### config.mk
export PLATFORM = sky130hd
export DESIGN_NAME = oc_acc_unit
export DESIGN_NICKNAME = d
export VERILOG_FILES = /design/src/rtl/oc_pkg.sv /design/src/rtl/oc_sext.sv /design/src/rtl/oc_eac_adder.sv /design/src/rtl/oc_wb_fold.sv /design/src/rtl/oc_acc_unit.sv
export SDC_FILE = /design/constraint.sdc
export NUM_CORES = 1
export LEC_CHECK = 0
export ABC_CLOCK_PERIOD_IN_PS = 6000
export CAP_MARGIN = 25
export CORE_MARGIN = 10
export CORE_UTILIZATION = 40
export CTS_BUF_LIST = sky130_fd_sc_hd__clkbuf_16
export DETAILED_ROUTE_END_ITERATION = 16
export GPL_TIMING_DRIVEN = 0
export PLACE_DENSITY = 0.71
export RECOVER_POWER = 25
export SETUP_SLACK_MARGIN = 0.2
export SLEW_MARGIN = 10
export SYNTH_ARGS = -nofsm -noshare
export SYNTH_HDL_FRONTEND = slang
export SYNTH_SLANG_ARGS = --single-unit
export TNS_END_PERCENT = 100
### constraint.sdc
create_clock -name clk -period 6 [get_ports clk]
set_input_delay 1.8 -clock clk [delete_from_list [all_inputs] [get_ports clk]]
set_output_delay 1.8 -clock clk [all_outputs]
set_load 0.02 [all_outputs]
### src/rtl/oc_pkg.sv
package oc_pkg;
  typedef enum logic [2:0] {
    OP_ADD = 3'd0,
    OP_SUB = 3'd1,
    OP_LDC = 3'd2,
    OP_AND = 3'd3,
    OP_XCH = 3'd4
  } op_e;
endpackage

### src/rtl/oc_sext.sv
// Widen a ones-complement memory word by duplicating its sign bit.
module oc_sext #(
  parameter int DW = 15
) (
  input  logic [DW-1:0] word_i,
  output logic [DW:0]   wide_o
);
  always_comb wide_o = {word_i[DW-1], word_i};
endmodule

### src/rtl/oc_eac_adder.sv
// Ones-complement adder: the carry out of the top bit is fed back into bit 0.
module oc_eac_adder #(
  parameter int W = 16
) (
  input  logic [W-1:0] a_i,
  input  logic [W-1:0] b_i,
  output logic [W-1:0] sum_o
);
  logic [W:0] raw;
  always_comb begin
    raw   = {1'b0, a_i} + {1'b0, b_i};
    sum_o = raw[W-1:0] + {{(W-1){1'b0}}, raw[W]};
  end
endmodule

### src/rtl/oc_wb_fold.sv
// Fold the wide accumulator into a memory word; the leftmost bit becomes the sign.
module oc_wb_fold #(
  parameter int DW = 15
) (
  input  logic [DW:0]   acc_i,
  output logic [DW-1:0] word_o
);
  always_comb word_o = {acc_i[DW], acc_i[DW-2:0]};
endmodule

### src/rtl/oc_acc_unit.sv
module oc_acc_unit #(
  parameter int DW = 15
) (
  input  logic          clk,
  input  logic          rst,
  input  logic          op_valid,
  input  logic [2:0]    op_code,
  input  logic [DW-1:0] mem_word,
  input  logic          addr_fixed,
  output logic [DW:0]   acc_q,
  output logic [DW-1:0] wb_word,
  output logic          wb_en,
  output logic          ovf,
  output logic          res_valid
);
  import oc_pkg::*;

  localparam int AW = DW + 1;

  logic [AW-1:0] opnd_ext;
  logic [AW-1:0] add_sum;
  logic [AW-1:0] sub_sum;
  logic [DW-1:0] fold_word;
  logic [AW-1:0] acc_nxt;
  logic          wb_nxt;

  oc_sext #(.DW(DW)) u_sext (
    .word_i (mem_word),
    .wide_o (opnd_ext)
  );

  oc_eac_adder #(.W(AW)) u_add (
    .a_i   (acc_q),
    .b_i   (opnd_ext),
    .sum_o (add_sum)
  );

  oc_eac_adder #(.W(AW)) u_sub (
    .a_i   (acc_q),
    .b_i   (~opnd_ext),
    .sum_o (sub_sum)
  );

  oc_wb_fold #(.DW(DW)) u_fold (
    .acc_i  (acc_q),
    .word_o (fold_word)
  );

  always_comb begin
    acc_nxt = acc_q;
    wb_nxt  = 1'b0;
    if (op_valid) begin
      case (op_code)
        OP_ADD:  acc_nxt = add_sum;
        OP_SUB:  acc_nxt = sub_sum;
        OP_LDC:  acc_nxt = ~opnd_ext;
        OP_AND:  acc_nxt = acc_q & opnd_ext;
        OP_XCH: begin
          acc_nxt = opnd_ext;
          wb_nxt  = ~addr_fixed;
        end
        default: acc_nxt = acc_q;
      endcase
    end
  end

  always_ff @(posedge clk) begin
    if (rst) begin
      acc_q     <= '0;
      wb_word   <= '0;
      wb_en     <= 1'b0;
      ovf       <= 1'b0;
      res_valid <= 1'b0;
    end else begin
      acc_q     <= acc_nxt;
      wb_en     <= wb_nxt;
      ovf       <= acc_nxt[AW-1] ^ acc_nxt[AW-2];
      res_valid <= op_valid;
      if (wb_nxt) wb_word <= fold_word;
    end
  end
endmodule

==> metrics.csv <==
stage;metric;value;unit
pwr;ir_drop;163;uV
finish;ff_latch_area;681;um^2
sta;clock_skew;0.00364;ns
sta;hold_viol;0;
clock_network;clk_pin_slew;0.05;ns
critical_path;cp.arrival;5.81;ns
finish;stdcell_count;770;
place;placed_area;0.00496;mm^2
clock_network;cts_tree;built;
sta;worstMarginPinSlew;0.906;ns
synth;postSynthCellCount;572;
critical_path;crit_required;6.15;ns
clock_network;clock_latency;0.27;ns
sta;period_needed;5.67;ns
finish;nFillCells;1013;
clock_network;ctsHoldBuffers;0;
clock_network;cts_inserted_buffers;5;
place;io_buffers;52;
floorplan;dieWidth;123;um
run;drv_cap;0;
floorplan;fp.dieH;123;um
floorplan;die_area;0.0152;mm^2
synth;synth_cell_types;80;
floorplan;coreArea;0.0104;mm^2
critical_path;worstSetupPathType;input port to flop;
clock_network;cts-htree-levels;2;
synth;ys_seq_elements;34;
critical_path;crit_chain;clkdlybuf4s50_1 > inv_1 > ha_1 > buf_2 > nor3_4 > nand2_1 > a21oi_2 > nor4_2 > nor2_1 > a21oi_1 > o21bai_1 > ha_1 > ha_1 > nand2_1 > nor4b_4 > and3_1 > o21ai_1 > a31o_2 > xnor2_1 > nor2_1;
critical_path;start_kind;input port;
sta;rsz0062_at_grt;yes;
clock_network;clock_path_buffers;2;
hold_path;whs_path_depth;2;
synth;synth_ff_type;dfxtp_1;
global_route;grt_antenna_before_repair;0;
place;numPlacedInstances;760;
critical_path;cp-end-kind;flop;
synth;netlist_area;0.00427;mm^2
route;wirelength;13500;um
synth;synth_fp_nets;632;
critical_path;cp_slowest_cell;clkdlybuf4s50_1;
clock_network;cts_root_buf;clkbuf_16;
sta;max_freq;0.177;GHz
synth;synth_edf_count;0;
critical_path;crit_top_cell;ha_1;
global_route;grt_pass1_wl;21200;um
status;status;finished, final reports clean;
route;drt-initial-drc-count;423;
route;drtAntennaViolNets;0;
synth;synth-seq-area-share;15.9;%
finish;syn2layout_area_growth;24.5;%
critical_path;crit_fanout;10;
pwr;p_per_area;185;mW/mm^2
finish;fin_nets;694;
global_route;grt_start_max_net_pins;11;
route;dr.pass1.iters;5;
hold_path;hold_path_class;flop to flop;
floorplan;start_util;41.2;%
critical_path;startpoint;mem_word[11];
synth;async_flop_share;0;%
critical_path;cp.depth;20;
critical_path;critPathTopFamily;simple AND/OR/NAND/NOR gates;
route;wl_per_cell;17.6;um
sta;slew_violations;0;
route;route.detailed.drc;0;
finish;antennaDiodeCount;0;
clock_network;clock_sinks;34;
finish;drive_gt1_share;12.1;%
finish;final_cell_area;0.00531;mm^2
sta;setup_viol;0;
place;hpwlAfterDp;10600;um
synth;synth_area_per_cell;7.46;um^2
pwr;leakage;2.16;nW
route;via_count;4473;
critical_path;crit_buf_inv;3;
sta;finalCritPeriodShare;94.4;%
hold_path;hp-start;wb_word[14];
global_route;overflow;0;
place;finalWeightedCongestion;0.890;
critical_path;r2r-start;acc_q[0];
sta;slew_headroom;39.0;%
floorplan;row_count;37;
critical_path;slowest_delay;0.54;ns
critical_path;worstRegToRegCells;18;
route;viasPerCell;5.81;
global_route;grt_pass1_vias;4256;
synth;ys.warnings.count;0;
finish;multi_input_area;0.00342;mm^2
floorplan;io_pins;56;
global_route;grtUsageTotal;16.9;%
[worst register-to-register path, cell delays in order (launching register included)]
cell	delay (ns)
dfxtp_1	0.46
ha_4	0.21
fa_2	0.22
a21o_4	0.15
a22o_4	0.15
a31oi_4	0.11
o211a_1	0.26
nor3_4	0.20
a21o_1	0.15
a21o_1	0.19
ha_2	0.21
and3_4	0.22
and2_1	0.15
or4bb_4	0.48
a311oi_2	0.33
mux2i_1	0.25
nor2_2	0.07
xnor2_1	0.17
nor2_1	0.05
[metal layers]
layer / share of wire [%] / wire [um] / up-vias / track usage, %
met3: 7.8 / 1050 / 25 / 1.91
met1: 41 / 5580 / 2071 / 20.9
met2: 49 / 6630 / 185 / 29.8
met5: 0 / 0 / - / 0
li1: - / - / 2192 / -
met4: 2.1 / 289 / 0 / 5.90
[cell type report]
cell class | instances | area share, %
Buffer | 39 | 4.12
Tap cell | 136 | 3.20
Sequential cell | 34 | 12.8
Timing Repair Buffer | 55 | 10.7
Clock buffer | 5 | 2.36
Multi-Input combinational cell | 468 | 64.4
Clock inverter | 2 | 0.188
Inverter | 31 | 2.19
[state kept, by name, indices dropped and copies added (netlist names)]
| register | cells |
|---|---|
| ovf | 1 |
| res_valid | 1 |
| wb_word | 15 |
| wb_en | 1 |
| acc_q | 16 |
[stage by stage]
stage                     util, %  setup WS, ns  hold slack, ns  power (W)  setup TNS, ns
after floorplan                 -         0.825           0.535   0.000590              0
after global placement       47.8        -0.389           0.442   0.000700          -1.41
after detailed placement     47.8        -0.387           0.446   0.000709          -1.58
after CTS                    49.7         0.210           0.453   0.000956              0
after global routing         51.2         0.158           0.469    0.00103              0
final                        51.2         0.334           0.449   0.000981              0
[Yosys cell counts, types with 9 or more instances]
master / n / area [um^2]
nand2_1: 57 / 214
nor2_1: 56 / 210
a21oi_1: 48 / 240
xnor2_1: 38 / 333
ha_1: 36 / 450
dfxtp_1: 34 / 681
nor3_1: 31 / 155
inv_1: 30 / 113
clkbuf_1: 24 / 90.1
o21ai_0: 16 / 80.1
nor2b_1: 15 / 93.8
xor2_1: 11 / 96.3
a221oi_1: 10 / 87.6
nand3_1: 10 / 50.1
and3_1: 9 / 56.3
buf_2: 9 / 45.0
[kinds of logic after synthesis]
logic type,share of synthesized area [%]
AOI/OAI and AO/OA,28.5
DFF,15.9
xor gates and xnor gates,10.4
muxes,0.235
and+or+nand+nor,26.3
buffers and inverters,7.12
adders and majority gates,11.5
[timing repair]
action,CTS,global route
setup endpoints to repair,7,10
setup buffers,1,2
resized for setup,12,41
pin swaps,3,7
[final timing paths]
path / to / slack (ns)
worst max-delay path: ovf / 0.33
worst min-delay path: wb_word[14] / 0.45
worst max register to register: ovf / 1.84
worst min register to register: wb_word[14] / 0.45
[cells in the final DEF (no fill, tap or decap), types with 3 or more instances in the layout]
cell type,count
nand2_1,56
nor2_1,56
a21oi_1,47
xnor2_1,38
dfxtp_1,34
ha_1,31
nor3_1,30
inv_1,28
clkdlybuf4s50_1,25
clkbuf_1,24
o21ai_0,16
dlygate4sd3_1,16
nor2b_1,14
xor2_1,11
dlymetal6s2s_1,11
nand3_1,9
a221oi_1,9
buf_6,8
a21o_1,8
o221ai_1,8
and3_1,7
nor4_1,7
buf_4,5
o21ai_1,5
a211oi_1,5
clkbuf_16,5
buf_2,4
a2111o_1,4
nor3b_1,4
or3_1,4
o2111ai_1,4
nand4_1,4
a31oi_1,4
ha_4,4
o211ai_2,3
and2_1,3
nand2b_1,3
o221a_2,3
a311o_1,3
[where the power goes]
group	switching (W)	leakage (nW)	internal, W
sequential	0.0000177	0.278	0.000237
combinational	0.000286	1.81	0.000201
clock	0.0000901	0.0694	0.000150
Power figures use the tool's default switching activity.
